==> config.mk <==
export PLATFORM = sky130hd
export DESIGN_NAME = pin_cfg_regfile
export DESIGN_NICKNAME = d
export VERILOG_FILES = /design/src/rtl/pin_cfg_pkg.sv /design/src/rtl/pcfg_addr_decode.sv /design/src/rtl/pcfg_masked_regs.sv /design/src/rtl/pin_cfg_regfile.sv
export SDC_FILE = /design/constraint.sdc
export NUM_CORES = 1
export LEC_CHECK = 0
export ABC_AREA = 1
export ABC_CLOCK_PERIOD_IN_PS = 3400
export BUFFER_PORTS_ARGS = -buffer_cell sky130_fd_sc_hd__buf_2
export CAP_MARGIN = 20
export CELL_PAD_IN_SITES_DETAIL_PLACEMENT = 0
export CELL_PAD_IN_SITES_GLOBAL_PLACEMENT = 2
export CORE_ASPECT_RATIO = 1.5
export CORE_UTILIZATION = 32
export CTS_BUF_LIST = sky130_fd_sc_hd__clkbuf_4 sky130_fd_sc_hd__clkbuf_8 sky130_fd_sc_hd__clkbuf_16
export DETAILED_ROUTE_END_ITERATION = 8
export HOLD_SLACK_MARGIN = 0.15
export PLACE_DENSITY = 0.8
export SLEW_MARGIN = 10
export SYNTH_ARGS = -nofsm -noshare
export SYNTH_HDL_FRONTEND = slang
export SYNTH_HIERARCHICAL = 1
export SYNTH_SLANG_ARGS = --single-unit
==> constraint.sdc <==
create_clock -name clk -period 3.4 [get_ports clk]
set_input_delay 0.17 -clock clk [delete_from_list [all_inputs] [get_ports clk]]
set_output_delay 0.17 -clock clk [all_outputs]
set_load 0.05 [all_outputs]
==> src/rtl/pin_cfg_pkg.sv <==
package pin_cfg_pkg;
  localparam int unsigned HALF_W = 16;
  localparam int unsigned WORD_W = 32;

  function automatic logic [HALF_W-1:0] masked_merge(
    input logic [HALF_W-1:0] old_val,
    input logic [WORD_W-1:0] wword
  );
    logic [HALF_W-1:0] en;
    en = wword[WORD_W-1:HALF_W];
    return (old_val & ~en) | (wword[HALF_W-1:0] & en);
  endfunction
endpackage

==> src/rtl/pcfg_addr_decode.sv <==
module pcfg_addr_decode #(
  parameter int unsigned ADDR_W    = 12,
  parameter int unsigned MUX_BASE  = 32'h000,
  parameter int unsigned NUM_MUX   = 16,
  parameter int unsigned PULL_BASE = 32'h118,
  parameter int unsigned NUM_PULL  = 8,
  parameter int unsigned IDX_W     = 4
) (
  input  logic [ADDR_W-1:0] addr,
  output logic              mux_hit,
  output logic              pull_hit,
  output logic [IDX_W-1:0]  idx
);
  logic [31:0] a32;
  logic [31:0] mux_off;
  logic [31:0] pull_off;
  logic        aligned;

  always_comb begin
    a32      = 32'(addr);
    mux_off  = a32 - 32'(MUX_BASE);
    pull_off = a32 - 32'(PULL_BASE);
    aligned  = (addr[1:0] == 2'b00);
    mux_hit  = aligned && (a32 >= 32'(MUX_BASE)) && (mux_off < 32'(NUM_MUX * 4));
    pull_hit = aligned && (a32 >= 32'(PULL_BASE)) && (pull_off < 32'(NUM_PULL * 4));
    if (mux_hit) idx = mux_off[IDX_W+1:2];
    else         idx = pull_off[IDX_W+1:2];
  end
endmodule

==> src/rtl/pcfg_masked_regs.sv <==
module pcfg_masked_regs
  import pin_cfg_pkg::*;
#(
  parameter int unsigned NUM_REGS = 16,
  parameter int unsigned IDX_W    = 4
) (
  input  logic                       clk,
  input  logic                       rst,
  input  logic                       wr_en,
  input  logic [IDX_W-1:0]           wr_idx,
  input  logic [WORD_W-1:0]          wr_word,
  input  logic [IDX_W-1:0]           rd_idx,
  output logic [HALF_W-1:0]          rd_val,
  output logic [NUM_REGS*HALF_W-1:0] flat
);
  logic [HALF_W-1:0] regs [NUM_REGS];

  for (genvar g = 0; g < NUM_REGS; g++) begin : g_reg
    always_ff @(posedge clk) begin
      if (rst)
        regs[g] <= '0;
      else if (wr_en && (32'(wr_idx) == g))
        regs[g] <= masked_merge(regs[g], wr_word);
    end
    assign flat[g*HALF_W +: HALF_W] = regs[g];
  end

  always_comb begin
    rd_val = '0;
    for (int i = 0; i < NUM_REGS; i++)
      if (32'(rd_idx) == i) rd_val = regs[i];
  end
endmodule

==> src/rtl/pin_cfg_regfile.sv <==
module pin_cfg_regfile
  import pin_cfg_pkg::*;
#(
  parameter int unsigned NUM_BANKS     = 4,
  parameter int unsigned PINS_PER_BANK = 32,
  parameter int unsigned FUNC_W        = 2,
  parameter int unsigned ADDR_W        = 12,
  parameter int unsigned MUX_BASE      = 32'h000,
  parameter int unsigned PULL_BASE     = 32'h118
) (
  input  logic                                   clk,
  input  logic                                   rst,
  input  logic                                   req_en,
  input  logic                                   req_write,
  input  logic [ADDR_W-1:0]                      req_addr,
  input  logic [31:0]                            req_wdata,
  output logic                                   rsp_valid,
  output logic [31:0]                            rsp_rdata,
  output logic [NUM_BANKS*PINS_PER_BANK*FUNC_W-1:0] pin_func,
  output logic [NUM_BANKS*PINS_PER_BANK-1:0]        pin_pull_en
);
  localparam int unsigned NUM_PINS      = NUM_BANKS * PINS_PER_BANK;
  localparam int unsigned MUX_PER_BANK  = PINS_PER_BANK * FUNC_W / HALF_W;
  localparam int unsigned PULL_PER_BANK = PINS_PER_BANK / HALF_W;
  localparam int unsigned NUM_MUX       = NUM_BANKS * MUX_PER_BANK;
  localparam int unsigned NUM_PULL      = NUM_BANKS * PULL_PER_BANK;
  localparam int unsigned MAX_REGS      = (NUM_MUX > NUM_PULL) ? NUM_MUX : NUM_PULL;
  localparam int unsigned IDX_W         = (MAX_REGS > 1) ? $clog2(MAX_REGS) : 1;

  logic             mux_hit, pull_hit;
  logic [IDX_W-1:0] idx;
  logic [HALF_W-1:0] mux_rd, pull_rd;
  logic [NUM_MUX*HALF_W-1:0]  mux_flat;
  logic [NUM_PULL*HALF_W-1:0] pull_flat;
  logic wr_go;

  assign wr_go = req_en && req_write;

  pcfg_addr_decode #(
    .ADDR_W(ADDR_W), .MUX_BASE(MUX_BASE), .NUM_MUX(NUM_MUX),
    .PULL_BASE(PULL_BASE), .NUM_PULL(NUM_PULL), .IDX_W(IDX_W)
  ) u_dec (
    .addr(req_addr), .mux_hit(mux_hit), .pull_hit(pull_hit), .idx(idx)
  );

  pcfg_masked_regs #(.NUM_REGS(NUM_MUX), .IDX_W(IDX_W)) u_mux (
    .clk(clk), .rst(rst), .wr_en(wr_go && mux_hit), .wr_idx(idx),
    .wr_word(req_wdata), .rd_idx(idx), .rd_val(mux_rd), .flat(mux_flat)
  );

  pcfg_masked_regs #(.NUM_REGS(NUM_PULL), .IDX_W(IDX_W)) u_pull (
    .clk(clk), .rst(rst), .wr_en(wr_go && pull_hit), .wr_idx(idx),
    .wr_word(req_wdata), .rd_idx(idx), .rd_val(pull_rd), .flat(pull_flat)
  );

  // Function fields pack contiguously: pin n sits at bits [FUNC_W*n +: FUNC_W].
  assign pin_func    = mux_flat[NUM_PINS*FUNC_W-1:0];
  // A stored 1 disables the pull, so the enable is the inverse.
  assign pin_pull_en = ~pull_flat[NUM_PINS-1:0];

  always_ff @(posedge clk) begin
    if (rst) begin
      rsp_valid <= 1'b0;
      rsp_rdata <= '0;
    end else begin
      rsp_valid <= req_en && !req_write;
      if (req_en && !req_write) begin
        if (mux_hit)       rsp_rdata <= {16'h0000, mux_rd};
        else if (pull_hit) rsp_rdata <= {16'h0000, pull_rd};
        else               rsp_rdata <= '0;
      end
    end
  end
endmodule

==> flow_summary.ini <==
[sta]
slew_headroom_pct = 28.63
slew_viol_final = 0
worst_slack_ns = 0.5344
period_needed_ns = 2.866
whs_ns = 0.2061
max_freq_mhz = 349.0
setup_viol = 0
hold_viol = 0
worstMarginPinSlew_ns = 1.069
finalCritPeriodShare_pct = 84.28
fin_skew_ns = 0.03383
rsz0062_at_grt = false

[clocking]
cts.path.max_buffers = 3
post_cts_resized = 0
clkTransAtPathRegs_ns = 0.06
cts_inserted_buffers = 43
h-tree-depth = 2
root_buffer = clkbuf_16
clock-sinks = 401
clkLatencyLatePin_ns = 0.59
cts_tree = done

[finish]
area_growth_pct = 22.79
num-nets-final = 3005
multiInputGateArea_um2 = 7363
final_cell_mix = nor2_1 (552), buf_2 (448), a21oi_1 (401)
fill_cells = 6843
regArea_um2 = 11870
fin_area_um2 = 25800
drive_gt1_share_pct = 21.48
final_common_cell = nor2_1
final_util_pct = 39.84

[yosys]
synth_top_area_share_pct = 54.88
synth.distinct_cells = 33
seq_area_frac_synth_pct = 56.50
async_reset_ff_share_pct = 0
synth_edf_count = 384
synth-seq-cells = 401
post_synth_instance_area_um2 = 21010
avgSynthCellArea_um2 = 8.476
ys.flop_type = edfxtp_1
yosysWarnings = 6
synth.top_cells.by_area = edfxtp_1 (55%), nor2_1 (9.9%), a21oi_1 (9.6%), nand2_1 (6.7%), inv_1 (5.5%)
synth_top_cell_by_area = edfxtp_1
synth_cells = 2479

[floorplanning]
die_y_um = 315.8
ioPinCount = 465
start_util_pct = 32.45
rows = 114
coreArea_um2 = 64760
dieWidth_um = 211.2
dieArea_um2 = 66710

[placement]
io_buffers = 448
pre_cts_slack_ns = 0.03369
hpwl_um = 75700
gp_congestion = 0.8978
dpl_cell_area_um2 = 24420

[power_and_ir_drop]
pwr-share-clk_pct = 37.6
swShare_pct = 31.17
p_sw_mw = 3.894
power_density_nw_per_um2 = 484.3
p_comb_share_pct = 16.2
irDropWorstVdd_v = 0.0003457
p_total_mw = 12.50
p_seq_share_pct = 46.2
intPower_mw = 8.601
p_leak_nw = 11.17

[worst_setup_path]
crit_top_cell = nand2_1
required_ns = 3.87
reg2reg_depth = 12
critPathCaptureType = register
startpoint_type = input port
reg2reg_from = u_mux/regs[0][38]$_SDFFCE_PN0P_
path_max_fanout = 10
path_cells = buf_2, ha_1, inv_1, nand2_1, nand2_1, inv_1, o21ai_0, nand2_1, inv_1, nand2_1, buf_4, nor2_4, inv_2, or2_2, nand2_1, nand4_1, nor3_1, nand4_1, nand2_1, nand3_1, nor2_1, nor2_1
crit_family = simple AND/OR/NAND/NOR gates
r2r-end = rsp_rdata[6]$_SDFFE_PP0P_
worst_ep_arrival_time_ns = 3.33
cp_num_buf_inv = 6
r2r_slack_ns = 0.99
cpPeakStageDelay_ns = 0.32
cp_slowest_cell = nor3_1
path_class = in -> reg

[worst_hold_path]
holdPathEnd = rsp_rdata[13]$_SDFFE_PP0P_
hold_class = in -> reg
whs_path_depth = 5
worstHoldStart = req_write

[route]
first_pass_iters = 5
detail_route.wl_per_cell_um = 26.14
vias = 20183
finalWirelength_um = 100900
viasPerCell = 5.229
antenna_left = 0
first_iter_violations = 1661
drcViolationCount = 0

[grt]
grt_util_all_layers_pct = 29.71
gr-total-overflow = 0
antenna_found_initial = 2
grt_start_max_net_pins = 65
grt_pass1_vias = 19703
grt_pass1_wl_um = 141600

[job]
drv_cap = 0

[status]
status = finished clean
-- timing repair --
action                    in CTS  in global routing
hold endpoints to repair       2                  0
hold buffers                   2                  0
setup buffers                  0                  0
-- sequential cells by signal (all words and copies together) (netlist names) --
signal       count
rsp_rdata       16
rsp_valid        1
u_mux/regs     256
u_pull/regs    128
-- through the flow --
step                      setup TNS, ns  cells
final                                 0   3860
after CTS                             0   3859
after global routing                  0   3860
after floorplan                       0   2494
after global placement          -0.7848   3778
after detailed placement              0   3779
-- kinds of logic after synthesis --
group	Yosys count	share of synthesized area (%)
adder cells (fa/ha/maj)	1	0.05954
AND/OR/NAND/NOR	1228	24.82
AO/OA/AOI/OAI	413	9.849
other	1	0.01785
flip-flops	401	56.50
buffers and inverters	435	8.753
-- worst reg2reg max path, stage by stage (launching register included) --
cell,delay [ns]
edfxtp_1,0.43
nand3_1,0.11
nand3_1,0.14
nor2_1,0.15
nand4_1,0.11
nand2_1,0.19
nand4_1,0.25
nor3_1,0.32
nand4_1,0.16
nand2_1,0.12
nand3_1,0.13
nor2_1,0.13
nor2_1,0.05
-- power by group through the flow --
| stage | logic [mW] | registers, mW | clock network (mW) |
|---|---|---|---|
| final | 2.02 | 5.77 | 4.70 |
| after global routing | 2.12 | 5.79 | 4.93 |
| after CTS | 2.01 | 5.77 | 4.79 |
| after detailed placement | 2.01 | 5.87 | 0 |
| after global placement | 2.00 | 5.87 | 0 |
| after floorplan | 0.918 | 6.21 | 0 |
-- how the worst max path moves through the flow --
stage / start / end / slack, ns / depth (start not counted)
finish: req_addr[3] / rsp_rdata[6]$_SDFFE_PP0P_ / 0.53 / 22
floorplan: req_addr[10] / u_mux/regs[0][100]$_SDFFCE_PN0P_ / 0.35 / 9
global placement: req_addr[3] / rsp_rdata[1]$_SDFFE_PP0P_ / -0.27 / 24
CTS: req_addr[3] / rsp_rdata[6]$_SDFFE_PP0P_ / 0.63 / 22
global route: req_addr[3] / rsp_rdata[6]$_SDFFE_PP0P_ / 0.44 / 22
detailed placement: req_addr[3] / rsp_rdata[6]$_SDFFE_PP0P_ / 0.03 / 22
-- metal layers --
metal | up-vias | part of all wire, % | global-route usage (%) | wire length (um)
met5 | - | 0 | 0 | 0
met4 | 0 | 4.9 | 13.90 | 4939
met3 | 179 | 7.2 | 5.006 | 7237
met2 | 998 | 51 | 53.34 | 51480
met1 | 9859 | 37 | 34.18 | 37230
li1 | 9147 | - | - | -
-- Yosys cell counts (2+ instances only) --
master / count
clkbuf_1: 59
nand4_1: 82
or2_0: 5
and3_1: 3
inv_1: 307
nor3_4: 2
nor3_2: 2
buf_2: 24
a21oi_1: 401
nand2_2: 3
o21ai_0: 11
nand2_1: 375
dfxtp_1: 17
buf_4: 27
or2_2: 13
clkbuf_8: 3
nor3_1: 10
edfxtp_1: 384
inv_2: 5
buf_1: 3
nor2_4: 5
nand3_1: 162
buf_6: 6
nor2_2: 10
nor2_1: 552
-- layout make-up --
| class | instances | area share (%) |
|---|---|---|
| clock buffers | 53 | 4.461 |
| clock inverters | 25 | 0.7856 |
| repair buffers | 539 | 11.42 |
| diodes | 1 | 0.009699 |
| multi-input cells | 1658 | 28.54 |
| flip-flops and latches | 401 | 46.01 |
| well taps | 870 | 4.219 |
| inverters | 313 | 4.554 |
No activity file was read; power rests on OpenSTA's default activity.
